[config.mk]
export PLATFORM = sky130hd
export DESIGN_NAME = lsa_unit
export DESIGN_NICKNAME = d
export VERILOG_FILES = /design/src/rtl/lsa_pkg.sv /design/src/rtl/lsa_align_check.sv /design/src/rtl/lsa_store_lane.sv /design/src/rtl/lsa_load_extract.sv /design/src/rtl/lsa_unit.sv
export SDC_FILE = /design/constraint.sdc
export NUM_CORES = 1
export LEC_CHECK = 0
export ABC_CLOCK_PERIOD_IN_PS = 1450
export BUFFER_PORTS_ARGS = -buffer_cell sky130_fd_sc_hd__buf_2
export CORE_AREA = 2 2 80 82
export CTS_CLUSTER_DIAMETER = 100
export DETAILED_ROUTE_END_ITERATION = 8
export DIE_AREA = 0 0 82 84
export PLACE_DENSITY_LB_ADDON = 0.1
export SLEW_MARGIN = 40
export SYNTH_ARGS = -nofsm -noshare
export SYNTH_HDL_FRONTEND = slang
export SYNTH_SLANG_ARGS = --single-unit
export TNS_END_PERCENT = 1
[constraint.sdc]
create_clock -name clk -period 1.45 [get_ports clk]
set_input_delay 0.0725 -clock clk [delete_from_list [all_inputs] [get_ports clk]]
set_output_delay 0.0725 -clock clk [all_outputs]
set_load 0.005 [all_outputs]
[src/rtl/lsa_pkg.sv]
package lsa_pkg;

   typedef enum logic [1:0] {
      ACC_BYTE = 2'd0,
      ACC_HALF = 2'd1,
      ACC_WORD = 2'd2,
      ACC_RSVD = 2'd3
   } acc_size_e;

   // Context held from a load request until its data returns.
   typedef struct packed {
      logic      sext;
      acc_size_e size;
      logic [2:0] lane;
   } ld_ctx_t;

endpackage

[src/rtl/lsa_align_check.sv]
module lsa_align_check
   import lsa_pkg::*;
#(
   parameter int OFF_W = 2
) (
   input  logic             clk,
   input  logic             rst_n,
   input  logic             valid,
   input  acc_size_e        size,
   input  logic [OFF_W-1:0] off,
   output logic             bad
);

   initial assert (OFF_W >= 2) else $error("lsa_align_check: OFF_W must be at least 2");

   always_comb begin
      unique case (size)
         ACC_BYTE: bad = 1'b0;
         ACC_HALF: bad = off[0];
         ACC_WORD: bad = |off[1:0];
         default:  bad = 1'b1;
      endcase
   end

   // Reserved size code never passes, whatever the address.
   assert_rsvd_refused_R2: assert property (@(posedge clk) disable iff (!rst_n)
      (valid && size == ACC_RSVD) |-> bad);

   // Byte accesses are legal at every offset.
   assert_byte_legal_R2: assert property (@(posedge clk) disable iff (!rst_n)
      (valid && size == ACC_BYTE) |-> !bad);

endmodule

[src/rtl/lsa_store_lane.sv]
module lsa_store_lane
   import lsa_pkg::*;
#(
   parameter  int DATA_W = 32,
   parameter  int REG_W  = 32,
   localparam int LANES  = DATA_W / 8,
   localparam int OFF_W  = $clog2(LANES)
) (
   input  logic              clk,
   input  logic              rst_n,
   input  logic              en,
   input  acc_size_e         size,
   input  logic [OFF_W-1:0]  off,
   input  logic [REG_W-1:0]  src,
   output logic [LANES-1:0]  be,
   output logic [DATA_W-1:0] wdata
);

   initial assert (REG_W == 32) else $error("lsa_store_lane: REG_W must be 32");

   for (genvar l = 0; l < LANES; l++) begin : g_lane
      logic [7:0] lane_byte;
      logic       lane_hit;

      always_comb begin
         unique case (size)
            ACC_BYTE: lane_byte = src[7:0];
            ACC_HALF: lane_byte = src[(l % 2) * 8 +: 8];
            default:  lane_byte = src[(l % 4) * 8 +: 8];
         endcase
         // Lane belongs to the access when its group index matches the offset's.
         lane_hit = ((l >> int'(size)) == (int'(off) >> int'(size)));
      end

      assign wdata[l*8 +: 8] = lane_byte;
      assign be[l]           = en && lane_hit;
   end

   assert_byte_single_lane_R4: assert property (@(posedge clk) disable iff (!rst_n)
      (en && size == ACC_BYTE) |-> $countones(be) == 1);

   assert_half_two_lanes_R5: assert property (@(posedge clk) disable iff (!rst_n)
      (en && size == ACC_HALF) |-> $countones(be) == 2);

   assert_word_four_lanes_R6: assert property (@(posedge clk) disable iff (!rst_n)
      (en && size == ACC_WORD) |-> $countones(be) == 4);

   assert_quiet_when_off_R11: assert property (@(posedge clk) disable iff (!rst_n)
      !en |-> be == '0);

endmodule

[src/rtl/lsa_load_extract.sv]
module lsa_load_extract
   import lsa_pkg::*;
#(
   parameter int DATA_W = 32,
   parameter int REG_W  = 32
) (
   input  logic              clk,
   input  logic              rst_n,
   input  logic              valid,
   input  ld_ctx_t           ctx,
   input  logic [DATA_W-1:0] rdata,
   output logic [REG_W-1:0]  data
);

   initial assert (REG_W == 32 && DATA_W >= REG_W)
      else $error("lsa_load_extract: unsupported widths");

   logic [DATA_W-1:0] shifted;
   logic              fill;

   assign shifted = rdata >> {ctx.lane, 3'b000};

   always_comb begin
      unique case (ctx.size)
         ACC_BYTE: begin
            fill = ctx.sext & shifted[7];
            data = {{(REG_W-8){fill}}, shifted[7:0]};
         end
         ACC_HALF: begin
            fill = ctx.sext & shifted[15];
            data = {{(REG_W-16){fill}}, shifted[15:0]};
         end
         default: begin
            fill = 1'b0;
            data = shifted[REG_W-1:0];
         end
      endcase
   end

   assert_byte_zext_R8: assert property (@(posedge clk) disable iff (!rst_n)
      (valid && !ctx.sext && ctx.size == ACC_BYTE) |-> data[REG_W-1:8] == '0);

   assert_half_sext_R9: assert property (@(posedge clk) disable iff (!rst_n)
      (valid && ctx.sext && ctx.size == ACC_HALF) |->
         ($countones(data[REG_W-1:15]) == 0 || $countones(data[REG_W-1:15]) == REG_W - 15));

endmodule

[src/rtl/lsa_unit.sv]
module lsa_unit
   import lsa_pkg::*;
#(
   parameter  int ADDR_W = 32,
   parameter  int DATA_W = 32,
   localparam int REG_W  = 32,
   localparam int LANES  = DATA_W / 8,
   localparam int OFF_W  = $clog2(LANES)
) (
   input  logic              clk,
   input  logic              rst_n,
   input  logic              req_valid,
   input  logic              req_write,
   input  logic [1:0]        req_size,
   input  logic              req_signed,
   input  logic [ADDR_W-1:0] req_addr,
   input  logic [REG_W-1:0]  req_wdata,
   input  logic [DATA_W-1:0] mem_rdata,
   output logic              mem_req,
   output logic              mem_we,
   output logic [ADDR_W-1:0] mem_addr,
   output logic [LANES-1:0]  mem_be,
   output logic [DATA_W-1:0] mem_wdata,
   output logic              addr_err,
   output logic              ld_valid,
   output logic [REG_W-1:0]  ld_data
);

   initial assert (DATA_W == 32 || DATA_W == 64)
      else $error("lsa_unit: DATA_W must be 32 or 64");
   initial assert (ADDR_W > OFF_W)
      else $error("lsa_unit: ADDR_W too small");

   acc_size_e        size_in;
   logic [OFF_W-1:0] off_in;
   logic             misaligned;
   ld_ctx_t          ctx_q;
   logic             ld_valid_q;

   assign size_in = acc_size_e'(req_size);
   assign off_in  = req_addr[OFF_W-1:0];

   lsa_align_check #(.OFF_W(OFF_W)) u_align (
      .clk   (clk),
      .rst_n (rst_n),
      .valid (req_valid),
      .size  (size_in),
      .off   (off_in),
      .bad   (misaligned)
   );

   assign addr_err = req_valid & misaligned;
   assign mem_req  = req_valid & ~misaligned;
   assign mem_we   = mem_req & req_write;
   assign mem_addr = {req_addr[ADDR_W-1:OFF_W], {OFF_W{1'b0}}};

   lsa_store_lane #(.DATA_W(DATA_W), .REG_W(REG_W)) u_store (
      .clk   (clk),
      .rst_n (rst_n),
      .en    (mem_req),
      .size  (size_in),
      .off   (off_in),
      .src   (req_wdata),
      .be    (mem_be),
      .wdata (mem_wdata)
   );

   always_ff @(posedge clk) begin
      if (!rst_n) begin
         ld_valid_q <= 1'b0;
         ctx_q      <= '0;
      end else begin
         ld_valid_q <= mem_req & ~req_write;
         if (mem_req && !req_write) begin
            ctx_q.sext <= req_signed;
            ctx_q.size <= size_in;
            ctx_q.lane <= 3'(off_in);
         end
      end
   end

   assign ld_valid = ld_valid_q;

   lsa_load_extract #(.DATA_W(DATA_W), .REG_W(REG_W)) u_extract (
      .clk   (clk),
      .rst_n (rst_n),
      .valid (ld_valid_q),
      .ctx   (ctx_q),
      .rdata (mem_rdata),
      .data  (ld_data)
   );

   assert_refused_no_access_R3: assert property (@(posedge clk) disable iff (!rst_n)
      addr_err |-> (!mem_req && mem_be == '0));

   assert_refused_no_result_R3: assert property (@(posedge clk) disable iff (!rst_n)
      addr_err |=> !ld_valid);

   assert_half_odd_refused_R2: assert property (@(posedge clk) disable iff (!rst_n)
      (req_valid && req_size == 2'd1 && req_addr[0]) |-> addr_err);

   assert_result_follows_load_R7: assert property (@(posedge clk) disable iff (!rst_n)
      (mem_req && !mem_we) |=> ld_valid);

   assert_store_no_result_R7: assert property (@(posedge clk) disable iff (!rst_n)
      (!mem_req || mem_we) |=> !ld_valid);

   assert_idle_quiet_R11: assert property (@(posedge clk) disable iff (!rst_n)
      !req_valid |-> (!mem_req && !addr_err));

endmodule

Word level (Yosys, flattened, before mapping)
Cells that the tools add are included.
- input bits: 103
- flip-flop bits (word level): 6
- logic and storage cells: 40
- output and inout bits: 104
- bitwise operators: 8
- muxes and demuxes: 5
- equality and inequality tests: 7
- reduce and logical (&&, ||, !) cells: 10
- shift-type cells: 6
- operator list (cell ; number):
    $eq 32x32->1 ; 4
    $pmux 32 s2 ; 1
    $shr 1x2->32 const A ; 2
    $shr 2x2->32 const A ; 2
    $shr 2x2->32 ; 1
    $shr 32x5->32 ; 1
    $mux 8 ; 2
    $pmux 8 s2 ; 1
    $and 1x1->1 ; 6
    $logic_and 1x1->1 ; 5
    $eq 2x1->1 const B ; 2
    $logic_not 2->1 ; 2
    $reduce_or 2->1 ; 2
    $pmux 1 s3 ; 1
    $eq 2x2->1 const B ; 1
    $not 1->1 ; 2
    $logic_not 1->1 ; 1

Depth between registers and ports, before layout
- depth after elaboration: 5
- mapped depth: 5
- gate-level depth less buffers: 3

Cells and area by module
A second synthesis with hierarchy kept.
- cells, all modules: 242
- area, all modules: 1776.7 µm²
- modules (own cells, without submodules) (module ; area an instance (µm²) ; sequential area each (µm²) ; cells an instance ; instances):
    lsa_load_extract ; 743.2 ; 0.0 ; 115 ; 1
    lsa_store_lane ; 514.2 ; 0.0 ; 64 ; 1
    lsa_unit ; 505.5 ; 120.1 ; 60 ; 1
    lsa_align_check ; 13.8 ; 0.0 ; 3 ; 1

Worst setup path before layout
No wires, ideal clock.
- kind: register to output
- from: reg ctx_q[1] in the netlist's numbering
- to: out ld_data[10]
- data arrival time: 1299 ps
- path buffers: 1
- path slack: 78 ps
- stages on the path, launching flop included: 5
- required time: 1378 ps
- cell sequence: dfxtp_1 -> buf_6 -> mux4_2 -> a21oi_4 -> a31oi_1
- cells in the longest elaborated chain, start to end: 3
- RTL lines (what ; line ; source):
    from (decl) ; lsa_unit.sv:37 ; ld_ctx_t ctx_q;
    $shr 32x5->32 * ; lsa_load_extract.sv:21 ; assign shifted = rdata >> {ctx.lane, 3'b000};
    $and 1x1->1 ; lsa_load_extract.sv:26 ; fill = ctx.sext & shifted[7];
    $pmux 32 s2 * ; lsa_load_extract.sv:24 ; unique case (ctx.size)
    to (decl) ; lsa_unit.sv:26 ; output logic [REG_W-1:0] ld_data
Every way passes the cells marked *; elsewhere a longest branch is shown, timed or not.

Worst setup path after layout
- from: reg ctx_q[1] in the netlist's numbering
- to: out ld_data[14]
Same word-level chain as after synthesis.

==> results by group <==
Die
  – Die Height: about 84 um
  – Die Area: 0.00689 sq mm
  – I/O Pins: about 210
  – Core area: 0.00610 sq mm
  – DIE WIDTH: a little over 80 um
  – Site Rows: 29
  – Initial Utilization: 0.289

STA
  – Final WS setup: -0.222 ns
  – Layout Skew: 0 ns
  – Final Hold Slack: 0.109 ns
  – RSZ-0062 raised after global routing: true
  – Max Transition Viols Final: 0
  – Final worst path period need: approximately 1.7 ns
  – Final critical-path share of the clock period: 1.15
  – Final Hold Fails: 0
  – # setup viols final: 24
  – Fmax: between 0.5 and 0.6 GHz

Run
  – Maxcap violations: 0

Setup path
  – Critical path arrival: about 1.6 ns
  – CP Launch Type: register
  – Highest-delay cell along the critical path: mux4_2
  – Register-to-Register Path Depth: 3
  – Largest stage delay, worst path: ~0.54 ns
  – Crit-path max FO: 8
  – Worst path cell trace: mux4_2 -> a21oi_4 -> buf_12 -> a31oi_1 -> buf_2
  – WS Path Type: reg -> out
  – Setup crit end kind: primary output
  – Data required, critical path: roughly 1.4 ns

GRT
  – Initial antenna violation count: 0
  – First-pass GRT wire length: between 8000 and 9000 um
  – Number of global-route vias before repair: approximately 1800
  – Pin count of the biggest net entering global routing: 30
  – Total track usage: 0.149
  – Total gr overflow: 0

CTS
  – Bufs on Longest Clock Path: 2
  – H-tree levels: 1
  – Clk Latency, worst-skew pair: about 0.22 ns
  – CTS Buf Count: 3
  – Hold Buf Count CTS: 0
  – Clk root buf: clkbuf_8
  – CTS sink count: 6
  – Worst-path clk slew: about 0.03 ns
  – CTS tree: yes

Detailed routing
  – Routed vias/inst: 4.83
  – 1st-iter DRT viols: 48
  – Drt pass-1 iters: 4
  – Routed len/inst: approximately 13 um
  – DRC Markers: 0
  – Detailed-route via count: around 2000
  – Final WL: about 5500 um
  – Post-route ant nets: 0

Final layout
  – Layout cells sized above 1: 0.587
  – Final net count: around 440
  – Diodes inserted: 0
  – P&R area growth vs syn: 37.3%
  – Fill cells: about 670

Synth
  – Cells after Synth: ~230
  – EDFF count, synth: 0
  – Sequential share of the synthesized area: 0.0683
  – Mean Syn Cell Area: around 7.6 sq um
  – Synth warnings: 0
  – Commonest cells post-synth: buf_4, mux2i_1, nand2_1
  – Top cell type's share of synthesized area: 0.179
  – Ys async rst share: 0
  – Synth cell types: 33
  – Leading area contributor after synthesis: buf_4
  – Yosys reg bits: 6
  – Dominant synthesized flop cell: dfxtp_1
  – Synth Cell Area: 0.00176 sq mm
  – Top cells by area, synth: buf_4, mux2i_1, mux2_2, dfxtp_1, nand2_1
  – Count leader, synth: buf_4

Run status
  – Outcome: finished, violations left
  – Failing checks: negative setup slack

Placement
  – Port bufs: ~140
  – Hpwl dp: between 4000 and 5000 um
  – Pre-CTS setup slack: -0.0896 ns
  – Gpl congestion: around 0.73

Power and ir drop
  – Peak VDD IR: 210 uV
  – PwrDens: 433 mW/mm^2
  – Leak: ~1.2 nW

Hold path
  – Hold Crit Depth: 3
  – HP Class: in -> reg
-- cell type report --
| cell class | count | area, sq um | share of cell area |
|---|---|---|---|
| clock buffer | 3 | 41.3 | 0.0171 |
| inverter | 1 | 3.75 | 0.00155 |
| multi-input combinational | 168 | 1240 | 0.515 |
| sequential | 6 | 125 | 0.0518 |
| tap | 77 | 96.3 | 0.0399 |
| timing repair buffer | 161 | 906 | 0.375 |
-- metal layers --
metal | routed length, um | share of wire | global-route usage | vias to the layer above
li1 | - | - | - | 998
met1 | 2340 | 0.42 | 0.188 | 873
met2 | 2530 | 0.46 | 0.262 | 128
met3 | 607 | 0.11 | 0.0238 | 10
met4 | 60 | 0.011 | 0.0288 | 0
met5 | 0 | 0 | 0 | -
-- final timing paths --
path / slack [ns] / from / to
setup / recovery: -0.22 / ctx_q[1] / ld_data[14]
hold / removal: 0.11 / req_signed / ctx_q[5]
setup reg to reg: 0.61 / ctx_q[1] / ctx_q[1]
hold reg to reg: 0.51 / ctx_q[4] / ctx_q[4]
-- stage by stage --
stage                     power (mW)  cell area, sq um  TNS [ns]   util  instances
after floorplan                0.574              1760         0      -        233
after global placement         0.803              2340    -0.330  0.384        412
after detailed placement       0.800              2340    -0.875  0.384        412
after CTS                       1.06              2410     -5.27  0.395        416
after global routing            1.13              2420     -6.50  0.396        416
final                           1.05              2420     -4.80  0.396        416
-- worst max-delay path: cells and delay by family, from the launching register on --
family	cells	cell delay, ns
mux	1	0.54
compound gates	2	0.22
buf+inv	2	0.27
flops	1	0.35
-- cells in the final DEF (no fill, tap or decap), drive strengths merged --
master / count
a211oi: 8
a21oi: 11
a22oi: 1
a31oi: 7
and2: 2
buf: 161
clkbuf: 3
conb: 2
dfxtp: 6
inv: 1
mux2: 18
mux2i: 29
mux4: 1
nand2: 26
nand2b: 2
nor2: 6
nor2b: 13
nor3: 1
nor3b: 2
o211a: 1
o21ai: 10
o221ai: 1
o22ai: 8
o2bb2ai: 8
or2: 9
xnor2: 1
xor2: 1
-- report_power, final --
part,switching (mW),total [mW],internal (mW)
clock,0.0627,0.240,0.178
combinational,0.291,0.628,0.338
sequential,0.00639,0.178,0.171
total,0.360,1.05,0.686
-- registers in the layout (all words and copies together) (netlist names) --
name and count:
ctx_q 5, ld_valid 1
-- timing repair --
action	4_1_cts	5_1_grt
gates resized for setup	3	3
endpoints found under the setup margin	31	30
pin swaps	1	0
cloned	0	0
setup buffers	1	0
-- cells by family (layout without fill, tap and decap cells) --
group	count (synthesis)	after routing	share of synthesized area
simple gates	61	61	0.175
buf+inv	59	165	0.229
compound gates	55	55	0.218
mux	48	48	0.297
flops	6	6	0.0683
xor+xnor	2	2	0.00996
other cells	1	2	0.00213
Power figures use the tool's default switching activity.
